[config.mk]
export PLATFORM = sky130hd
export DESIGN_NAME = eth_tx_framer
export DESIGN_NICKNAME = d
export VERILOG_FILES = /design/src/rtl/eth_tx_framer.sv
export SDC_FILE = /design/constraint.sdc
export NUM_CORES = 1
export LEC_CHECK = 0
export BUFFER_PORTS_ARGS = -buffer_cell sky130_fd_sc_hd__buf_2
export CORE_AREA = 2 2 116 118
export CTS_CLUSTER_DIAMETER = 120
export DETAILED_ROUTE_END_ITERATION = 7
export DIE_AREA = 0 0 118 120
export SLEW_MARGIN = 20
export SYNTH_ARGS = -nofsm -noshare
export SYNTH_HDL_FRONTEND = slang
export SYNTH_SLANG_ARGS = --single-unit
export TNS_END_PERCENT = 50
[constraint.sdc]
create_clock -name clk -period 5.6 [get_ports clk]
set_input_delay 0.56 -clock clk [delete_from_list [all_inputs] [get_ports clk]]
set_output_delay 0.56 -clock clk [all_outputs]
set_load 0.03 [all_outputs]
[src/rtl/eth_tx_framer.sv]
module eth_tx_framer #(
  parameter int LVL_W    = 8,
  parameter int MIN_DATA = 60
) (
  input  logic             clk,
  input  logic             rst_n,
  input  logic [LVL_W-1:0] fifo_level,
  input  logic [7:0]       fifo_byte,
  input  logic             fifo_last,
  output logic             fifo_rd,
  input  logic [LVL_W-1:0] start_thresh,
  input  logic             chan_ok,
  input  logic             pad_en,
  input  logic             fcs_en,
  output logic [3:0]       mii_txd,
  output logic             mii_txen
);

  localparam int LEN_W = $clog2(MIN_DATA + 1);
  localparam logic [LEN_W-1:0] MIN_L = LEN_W'(MIN_DATA);

  typedef enum logic [2:0] {S_IDLE, S_PRE, S_SFD, S_DATA, S_PAD, S_FCS} st_t;

  st_t              state;
  logic             hi;
  logic [2:0]       cnt;
  logic [7:0]       cur;
  logic [31:0]      crc, fcs_sr;
  logic [LEN_W-1:0] len;
  logic             last_q, pad_q, fcs_q;

  function automatic logic [31:0] crc_step(input logic [31:0] c, input logic [7:0] d);
    logic [31:0] r;
    r = c;
    for (int i = 0; i < 8; i++)
      r = (r[0] ^ d[i]) ? ((r >> 1) ^ 32'hEDB88320) : (r >> 1);
    return r;
  endfunction

  wire              start    = chan_ok && (fifo_level != '0) && (fifo_level >= start_thresh);
  wire              need_pad = pad_q && (len < MIN_L);
  wire [31:0]       fcs_val  = ~crc;
  wire [LEN_W-1:0]  len_inc  = (len == MIN_L) ? len : len + 1'b1;
  wire              take     = (state == S_SFD) || (state == S_DATA && !last_q);

  assign fifo_rd  = hi && take;
  assign mii_txen = state != S_IDLE;
  assign mii_txd  = mii_txen ? (hi ? cur[7:4] : cur[3:0]) : 4'h0;

  always_ff @(posedge clk) begin
    if (!rst_n) begin
      state <= S_IDLE; hi <= 1'b0; cnt <= '0; cur <= '0;
      crc <= '1; fcs_sr <= '0; len <= '0;
      last_q <= 1'b0; pad_q <= 1'b0; fcs_q <= 1'b0;
    end else if (state == S_IDLE) begin
      hi <= 1'b0;
      if (start) begin
        state <= S_PRE; cnt <= '0; cur <= 8'h55; crc <= '1; len <= '0;
        pad_q <= pad_en; fcs_q <= fcs_en;
      end
    end else if (!hi) begin
      hi <= 1'b1;
    end else begin
      hi <= 1'b0;
      case (state)
        S_PRE:
          if (cnt == 3'd6) begin
            state <= S_SFD; cur <= 8'hD5;
          end else cnt <= cnt + 3'd1;
        S_SFD, S_DATA, S_PAD:
          if (take) begin
            state <= S_DATA; cur <= fifo_byte; last_q <= fifo_last;
            crc <= crc_step(crc, fifo_byte); len <= len_inc;
          end else if (need_pad) begin
            state <= S_PAD; cur <= 8'h00;
            crc <= crc_step(crc, 8'h00); len <= len_inc;
          end else if (fcs_q) begin
            state <= S_FCS; cnt <= '0; cur <= fcs_val[7:0];
            fcs_sr <= {8'h00, fcs_val[31:8]};
          end else state <= S_IDLE;
        S_FCS:
          if (cnt == 3'd3) state <= S_IDLE;
          else begin
            cnt <= cnt + 3'd1; cur <= fcs_sr[7:0]; fcs_sr <= fcs_sr >> 8;
          end
        default: state <= S_IDLE;
      endcase
    end
  end

  a_r2_start_gate: assert property (@(posedge clk) disable iff (!rst_n)
    $rose(mii_txen) |-> $past(chan_ok && fifo_level != '0 && fifo_level >= start_thresh));

  a_r3_first_nibble: assert property (@(posedge clk) disable iff (!rst_n)
    $rose(mii_txen) |-> mii_txd == 4'h5);

  a_r4_pop_in_frame: assert property (@(posedge clk) disable iff (!rst_n)
    fifo_rd |-> (mii_txen && fifo_level != '0));

  a_r5_pad_zero: assert property (@(posedge clk) disable iff (!rst_n)
    state == S_PAD |-> (mii_txd == 4'h0 && pad_q));

  a_r8_fcs_selected: assert property (@(posedge clk) disable iff (!rst_n)
    state == S_FCS |-> fcs_q);

  a_r1_idle_quiet: assert property (@(posedge clk) disable iff (!rst_n)
    !mii_txen |-> (mii_txd == 4'h0 && !fifo_rd));

endmodule

# Word-level counts from Yosys, hierarchy flattened

Cells that the tools add are included.

$add $sub $neg: 2
Order comparisons: 2
Equality and inequality tests: 21
Multiplexer cells: 64
Bitwise logic cells: 26
Reductions and logical operators: 24

Operators with widths:

| kind                                               | number |
|---|---|
| 2-to-1 mux 32 bit                                  | 26 |
| inverter 13 -> 14 bit                              | 15 |
| 2-to-1 mux 8 bit                                   | 8 |
| case mux 32 bit (2 select lines)                   | 1 |
| 2-to-1 mux 3 bit                                   | 16 |
| 2-to-1 mux 6 bit                                   | 7 |
| inverter 32 bit                                    | 1 |
| case mux 8 bit (3 select lines)                    | 1 |
| inequality test 3 bit (second input constant)      | 7 |
| case mux 3 bit (3 select lines)                    | 2 |
| AND reduction 4 bit                                | 3 |
| inequality test 2 bit (second input constant)      | 5 |
| == test 3 x 2 -> 1 bit (second input constant)     | 3 |
| == test 3 bit (second input constant)              | 3 |
| >= comparator 8 bit                                | 1 |
| 2-to-1 mux 4 bit                                   | 2 |
| AND reduction 8 bit                                | 1 |
| nonzero test 8 bit                                 | 1 |
| bitwise XOR 1 bit                                  | 8 |
| AND reduction 7 bit                                | 1 |
| adder 6 x 1 -> 6 bit (second input constant)       | 1 |
| == test 6 bit (second input constant)              | 1 |
| less-than comparator 6 bit (second input constant) | 1 |
| AND reduction 6 bit                                | 1 |
| other kinds (15)                                   | 23 |

Bits in registers: 88
Output and inout port bits: 6
Word-level logic and storage cells: 149

# Longest topological paths before layout

Gate-level depths: netlist of run 1.

Word-level depth: 21
Gate-level depth with buffers: 11
Mapped depth without buffers: 9

# Worst setup path before layout of run 1

No wires, ideal clock.

Path type: input to register
Start point: input fifo_byte[1]
End point: register crc[24]
Data arrival time: 2260 ps
Path slack: 3249 ps
Stages on the path: 8
Buffers on the path: 1
Cells stage by stage: buf_2 xnor2_2 xnor2_4 xnor3_2 xnor2_1 a21boi_2 nor3_1 a311oi_1

Longest elaborated chain between the ends: 16
Elaborated cells on any way between the ends: 17
Those cells by class: mux (11); bitwise (6)

RTL lines:

| item                             | line | text |
|---|---|---|
| start, declared                  | 8    | `input logic [7:0] fifo_byte,` |
| bitwise XOR 1 bit *              | 36   | `r = (r[0] ^ d[i]) ? ((r >> 1) ^ 32'hEDB88320) : (r >> 1);` |
| 2-to-1 mux 32 bit *              | 36   |  |
| inverter 13 -> 14 bit (no line)  | -    |  |
| 2-to-1 mux 32 bit * (2 in a row) | 36   |  |
| inverter 13 -> 14 bit (no line)  | -    |  |
| 2-to-1 mux 32 bit *              | 36   |  |
| inverter 13 -> 14 bit (no line)  | -    |  |
| 2-to-1 mux 32 bit * (2 in a row) | 36   |  |
| inverter 13 -> 14 bit (no line)  | -    |  |
| 2-to-1 mux 32 bit *              | 36   |  |
| 2-to-1 mux 32 bit *              | 71   | `if (take) begin` |
| 2-to-1 mux 32 bit *              | 65   | `case (state)` |
| 2-to-1 mux 32 bit *              | 61   | `end else if (!hi) begin` |
| 2-to-1 mux 32 bit *              | 55   | `end else if (state == S_IDLE) begin` |
| end signal, assigned             | 73   | `crc <= crc_step(crc, fifo_byte); len <= len_inc;` |
| end signal, assigned             | 76   | `crc <= crc_step(crc, 8'h00); len <= len_inc;` |
| end, declared                    | 28   | `logic [31:0] crc, fcs_sr;` |

Mark *: on every way between the ends. The rest lies on a longest branch, timed or not. The select of a mux whose other input is x is not followed.
A chain may end at the register's enable or synchronous reset.

# Worst setup path in the final report of run 1

Start point: register state[1]
End point: register crc[20]

Longest elaborated chain between the ends: 7
Elaborated cells on any way between the ends: 16
Those cells by class: eq/ne (4); mux (4); reduce/logical (8)

RTL lines:

| item                   | line   | text |
|---|---|---|
| start, declared        | 24     | `st_t state;` |
| start signal, assigned | 52     | `state <= S_IDLE; hi <= 1'b0; cnt <= '0; cur <= '0;` |
| start signal, assigned | 58     | `state <= S_PRE; cnt <= '0; cur <= 8'h55; crc <= '1; len <= '0;` |
| start signal, assigned | 68     | `state <= S_SFD; cur <= 8'hD5;` |
| == test 3 x 2 -> 1 bit | 44, 65 |  |
| logical AND 1 bit      | 44     | `wire take = (state == S_SFD) \|\| (state == S_DATA && !last_q);` |
| logical OR 1 bit       | 44     |  |
| 2-to-1 mux 32 bit      | 71     |  |
| 2-to-1 mux 32 bit      | 65     |  |
| 2-to-1 mux 32 bit      | 61     |  |
| 2-to-1 mux 32 bit      | 55     |  |

Parallel ways exist; a longest one is shown, timed or not. The select of a mux whose other input is x is not followed.

==> out/metrics.yaml, run 1 <==
syn_avg_cell_area_um2: 8.25
ios: 36
die_w_um: 118
r2r_start: "state[1]"
internal_power_mw: 1.32
synth_area_um2: 5680
grt_pass1_wl_um: 24200
synth.largest_area_cell: "dfxtp_1"
syn-num-nets: 731
grt_use_total_pct: 21.7
switching_share_pct: 31.4
synthArstFlopShare_pct: 0
worstPathRequired_ns: 5.81
regToRegSetupSlack_ns: 2.17
synth_top_cell_area_share_pct: 28.2
yosysSeqAreaShare_pct: 28.2
grt_start_max_net_pins: 54
root_buffer: "clkbuf_16"
final_util_pct: 47.7
ys_seq_elements: 80
p_switching_mw: 0.606
drv_cap: 0
yosys_warnings: 0
top_layer_used: "met4"
irDropWorstVdd_v: 0.000221
min_period_ns: 3.43
r2r_cells: 6
avgViaCountPerCell: 5.56
hold_viol_final: 0
dpl.hpwl_um: 10600
p_leak_nw: 2.43
final.fill_count: 1259
postCtsSetupBuffers: 0
die_y_um: 120
synth_flop_cell: "dfxtp_1"
dr_wl_met3_um: 697
startpoint: "state[1]"
seq_area_um2: 1600
arrival_ns: 3.64
setup_tns_ns: 0
wl_met2_um: 7050
cts_buffer_depth: 2
synth_edf_count: 0
total_power_mw: 1.93
synthTopCellsByArea: "dfxtp_1 (28%), xnor2_1 (15%), nand2_1 (4.0%), nor2_1 (4.0%), o21ai_0 (4.0%)"
grt_overflow: 0
criticalPathCategory: "flop to flop"
clock_power_share_pct: 36.1
portBuffers: 35
start_kind: "flop"
skew_ns: 0.00759
core_area_um2: 13000
multi_input_area_um2: 3760
crit_end: "crc[20]"
totalWireLength_um: 14800
slew_headroom_pct: 34.2
p_per_area_nw_per_um2: 312
holdBufCountCts: 0
layout-drive-gt1-share_pct: 10.4
wl_met1_um: 6550
start_util_pct: 43.7
post-route-drc-count: 0
status: "finished clean"
dp.cells: 848
worst_pin_slew_ns: 0.987
pre_cts_slack_ns: 1.87
wire_per_inst_um: 17.2
insertedDiodeCount: 0
cts_tree: "built"
fin_crit_sh_pct: 61.3
cts_max_level: 3
numClockSinks: 80
vias: 4787
yosysUniqueCellTypes: 60
clk_pin_slew_ns: 0.06
cts-buffers-inserted: 9
antenna_found_initial: 0
hold_path.class: "flop to flop"
reg2reg_to: "crc[20]"
drtIter0Drc: 354
seqPwrFrac_pct: 33.8
rows: 42
setup_ws_ns: 2.17
min_from: "cur[0]"
clk_latency_ns: 0.34
setup_viol: 0
gp_congestion: 0.876
syn_to_final_growth_pct: 9.08
detail-route-antenna-nets: 0
slew_violations: 0
combPwrFrac_pct: 30.1
post_layout_nonfiller_instances: 861
grt_pass1_vias: 4612
fmax_ghz: 0.291
ctsResizeCount: 0
end_kind: "flop"
synthCells: 688
rsz0062_at_grt: "no"
dieArea_um2: 14200
path_max_fanout: 37
drtPass1Iterations: 5
nNetsFinal: 726
==> logic make-up after synthesis <==
logic type	share of synthesized area (%)
mux	2.31
buf+inv	5.64
compound gates	18.2
xor+xnor	24.5
flops	28.2
fa+ha+maj	2.87
simple gates	18.3
==> routing by layer <==
layer  track usage, %  vias to the layer above
met1             26.8                     2272
li1                 -                     2350
met5                0                        -
met2             37.0                      135
met4             9.34                        0
met3             4.23                       30
==> worst min-delay path by stage <==
stage,endpoint,slack (ns),cells past startpoint
after floorplan,cur[0],0.44,2
after global placement,cur[4],0.45,2
after detailed placement,cur[0],0.46,2
after CTS,cur[0],0.47,2
after global routing,cur[6],0.49,2
final,cur[0],0.47,2
==> placed cells by master, fill, tap and decap left out, types with 5 or more instances in the layout <==
cell type / Yosys / final
xnor2_1: 96 / 96
dfxtp_1: 80 / 80
nand2_1: 61 / 61
nor2_1: 60 / 60
o21ai_0: 45 / 45
nor3_1: 35 / 35
buf_2: 15 / 35
a21oi_1: 27 / 27
xor2_1: 25 / 25
nor2b_1: 23 / 23
inv_1: 16 / 16
o21ai_1: 13 / 13
ha_1: 13 / 13
mux2i_1: 12 / 12
o211ai_1: 11 / 11
o211a_1: 11 / 11
nand3_1: 10 / 10
a211oi_1: 9 / 9
clkbuf_16: 0 / 9
and3_1: 6 / 6
a211o_1: 6 / 6
a21boi_0: 6 / 6
nor3b_1: 5 / 5
==> Yosys cell counts (4+ instances only) <==
cell / number
nor3b_1: 5
clkbuf_1: 30
ha_1: 13
o211ai_1: 11
xnor2_2: 4
nor2b_1: 23
nor2_1: 60
dfxtp_1: 80
nand3_1: 10
a211o_1: 6
nand2_1: 61
and3_1: 6
o21ai_0: 45
xnor2_1: 96
mux2i_1: 12
xnor3_1: 4
xor2_1: 25
a21oi_1: 27
buf_2: 15
nor3_1: 35
o311a_1: 4
o211a_1: 11
o21ai_1: 13
a211oi_1: 9
a21boi_0: 6
buf_4: 4
inv_1: 16
==> critical path, stage by stage, from the launching register on <==
cell      delay [ns]
dfxtp_1         0.59
nor2b_1         0.57
and2_1          0.88
o311a_1         0.31
nand2_2         0.41
nor4b_1         0.41
a211oi_1        0.12
==> power by group through the flow <==
stage | clock network, mW | logic, mW | registers, mW
2_1_floorplan | 0 | 0.491 | 0.627
3_3_place_gp | 0 | 0.568 | 0.663
3_5_place_dp | 0 | 0.576 | 0.664
4_1_cts | 0.713 | 0.579 | 0.652
5_1_grt | 0.732 | 0.636 | 0.658
6_report | 0.696 | 0.581 | 0.652
==> per-stage QoR <==
| step | cell area [µm²] | hold WS, ns |
|---|---|---|
| after floorplan | 5680 | 0.440 |
| after CTS | 6190 | 0.469 |
| after global placement | 5850 | 0.451 |
| after detailed placement | 5850 | 0.462 |
| after global routing | 6190 | 0.493 |
| final | 6190 | 0.466 |
==> flip-flops by register name (all words and copies together) (netlist names) <==
name	cells
fcs_sr	24
cur	8
fcs_q	1
hi	1
state	3
crc	32
cnt	3
len	6
last_q	1
pad_q	1
==> final cells by class <==
class,instances,share of cell area [%]
multi-input combinational,536,60.7
timing repair buffer,39,3.31
clock buffer,9,3.64
inverter,17,1.03
sequential,80,25.9
tap,176,3.56
clock inverter,4,1.94
Note: power is estimated with default switching activity, not from simulation.
==> inputs of run 2 (changes only) <==
==> constraint.sdc (replaced) <==
create_clock -name clk -period 3.3 [get_ports clk]
set_input_delay 0.33 -clock clk [delete_from_list [all_inputs] [get_ports clk]]
set_output_delay 0.33 -clock clk [all_outputs]
set_load 0.03 [all_outputs]
==> run 2 against run 1 <==
Net effect: sequential power up 67%; first-iteration DRC count increased by 10%; combinational power up 76%; largest cell class unchanged.
==> out/metrics.yaml, run 2 (same netlist as run 1, synthesis figures left out) <==
status: "finished clean"
cp_slowest_cell: "nor2b_1"
setup_viol: 0  # unchanged
postCtsSetupBuffers: 0  # unchanged
gp_congestion: 0.918  # +4.7%
path_max_fanout: 37  # unchanged
drtPass1Iterations: 5  # unchanged
insertedDiodeCount: 0  # unchanged
crit_family: "simple AND/OR/NAND/NOR gates"
detail-route-antenna-nets: 0  # unchanged
cts_buffer_depth: 2  # unchanged
rsz0062_at_grt: "no"
totalWireLength_um: 15000  # +1.8%
syn_to_final_growth_pct: 10.1
post-route-drc-count: 0  # unchanged
slew_headroom_pct: 43.6  # +9.4 points
clk_latency_ns: 0.34  # about the same
p_per_area_nw_per_um2: 509  # +63%
layout_common_cells: "xnor2_1 (96), dfxtp_1 (80), nand2_1 (61), nor2_1 (60), o21ai_0 (45)"
drtIter0Drc: 391  # +10%
vias: 4821  # +0.71%
r2r_cells: 6  # unchanged
worstPathRequired_ns: 3.52  # -2.29 ns
dieArea_um2: 14200  # unchanged
start_kind: "flop"
worst_pin_slew_ns: 0.840  # -0.147 ns
critPathMaxStageDelay_ns: 0.66  # -0.22 ns
crit_chain: "nor2b_1 > and2_1 > o311a_1 > nand2_2 > nor4b_1 > a211oi_1"
holdBufCountCts: 0  # unchanged
die_w_um: 118  # unchanged
portBuffers: 35  # unchanged
cp.buffers_inverters: 0  # unchanged
arrival_ns: 3.07  # -0.57 ns
final_util_pct: 48.1  # +0.44 points
grt_overflow: 0  # unchanged
ios: 36  # unchanged
clk_pin_slew_ns: 0.06  # about the same
hold_path.class: "input port to flop"
cts_tree: "built"
numClockSinks: 80  # unchanged
start_util_pct: 43.7  # unchanged
die_y_um: 120  # unchanged
min_period_ns: 2.85  # -0.577 ns
slew_violations: 0  # unchanged
cts-buffers-inserted: 9  # unchanged
dp.cells: 859  # +1.3%
fmax_ghz: 0.350  # +20%
top_regs: "crc: 32 flops, fcs_sr: 24 flops, cur: 8 flops"
antenna_found_initial: 0  # unchanged
setup_tns_ns: 0  # unchanged
irDropWorstVdd_v: 0.000353  # +59%
hold_depth: 3  # +1
rows: 42  # unchanged
mostFrequentLayoutCell: "xnor2_1"
p_leak_nw: 2.47  # +1.8%
end_kind: "flop"
grt_pass1_vias: 4632  # +0.43%
layout-drive-gt1-share_pct: 11.8  # +1.4 points
dpl.hpwl_um: 10800  # +1.8%
post_layout_nonfiller_instances: 873  # +1.4%
criticalPathCategory: "flop to flop"
core_area_um2: 13000  # unchanged
fin_crit_sh_pct: 86.5  # +25 points
cts_max_level: 3  # unchanged
grt_use_total_pct: 22.0  # +0.25 points
grt_start_max_net_pins: 50  # -7.4%
nNetsFinal: 737  # +1.5%
largest_reg_flops: 32  # unchanged
ctsResizeCount: 0  # unchanged
drv_cap: 0  # unchanged
hold_viol_final: 0  # unchanged
regMostFlops: "crc"
path_depth: 6  # unchanged
grt_pass1_wl_um: 24600  # +1.6%
avgViaCountPerCell: 5.52  # -0.67%
skew_ns: 0.00531  # -0.00229 ns
root_buffer: "clkbuf_16"
wire_per_inst_um: 17.2  # +0.42%
==> run 2: cell types whose count changed in the layout (fill, tap and decap cells not counted), sizes merged <==
cell | previous run | this run
clkinv | 0 | 2
buf | 39 | 50
clkbuf | 9 | 10
bufinv | 4 | 2
==> run 2: final timing paths <==
| path | start | end | slack [ns] |
|---|---|---|---|
| worst max-delay path | state[1] | crc[23] | 0.45 |
| worst min-delay path | fcs_en | fcs_q | 0.24 |
| worst max register to register | state[1] | crc[23] | 0.45 |
| worst min register to register | cur[0] | cur[0] | 0.46 |
==> run 2: per-stage QoR <==
step                power [mW]  hold WS, ns  setup WS [ns]  cell area [µm²]
CTS                       3.19        0.232          0.458             6250
detailed placement        2.12        0.456          0.484             5940
global route              3.34        0.244          0.244             6250
global placement          2.11        0.451          0.599             5940
finish                    3.18        0.243          0.446             6250
floorplan                 1.90        0.440           1.18             5680
==> run 2: layout make-up <==
cell class / count / area (µm²)
Sequential cell: 80 / 1600
Multi-Input combinational cell: 536 / 3750
Tap cell: 176 / 220
Clock buffer: 10 / 239
Inverter: 17 / 63.8
Clock inverter: 4 / 70.1
Fill cell: 1255 / 6730
Timing Repair Buffer: 50 / 300
==> run 2: metal layers <==
metal,global-route usage [%],share of wire (%)
met3,4.71,5.4
met4,8.73,2.9
met2,36.9,47
met5,0,0
met1,27.5,44
==> run 2: report_power, final <==
| group | total, mW | internal (mW) | switching [mW] |
|---|---|---|---|
| Sequential | 1.09 | 1.02 | 0.0746 |
| Clock | 1.07 | 0.672 | 0.399 |
| Combinational | 1.02 | 0.445 | 0.573 |
==> run 2: worst reg2reg max path: stages, from the launching register on <==
cell,delay [ns]
dfxtp_1,0.63
nor2b_1,0.66
and2_1,0.25
o311a_1,0.20
nand2_2,0.41
nor4b_1,0.46
a211oi_1,0.12
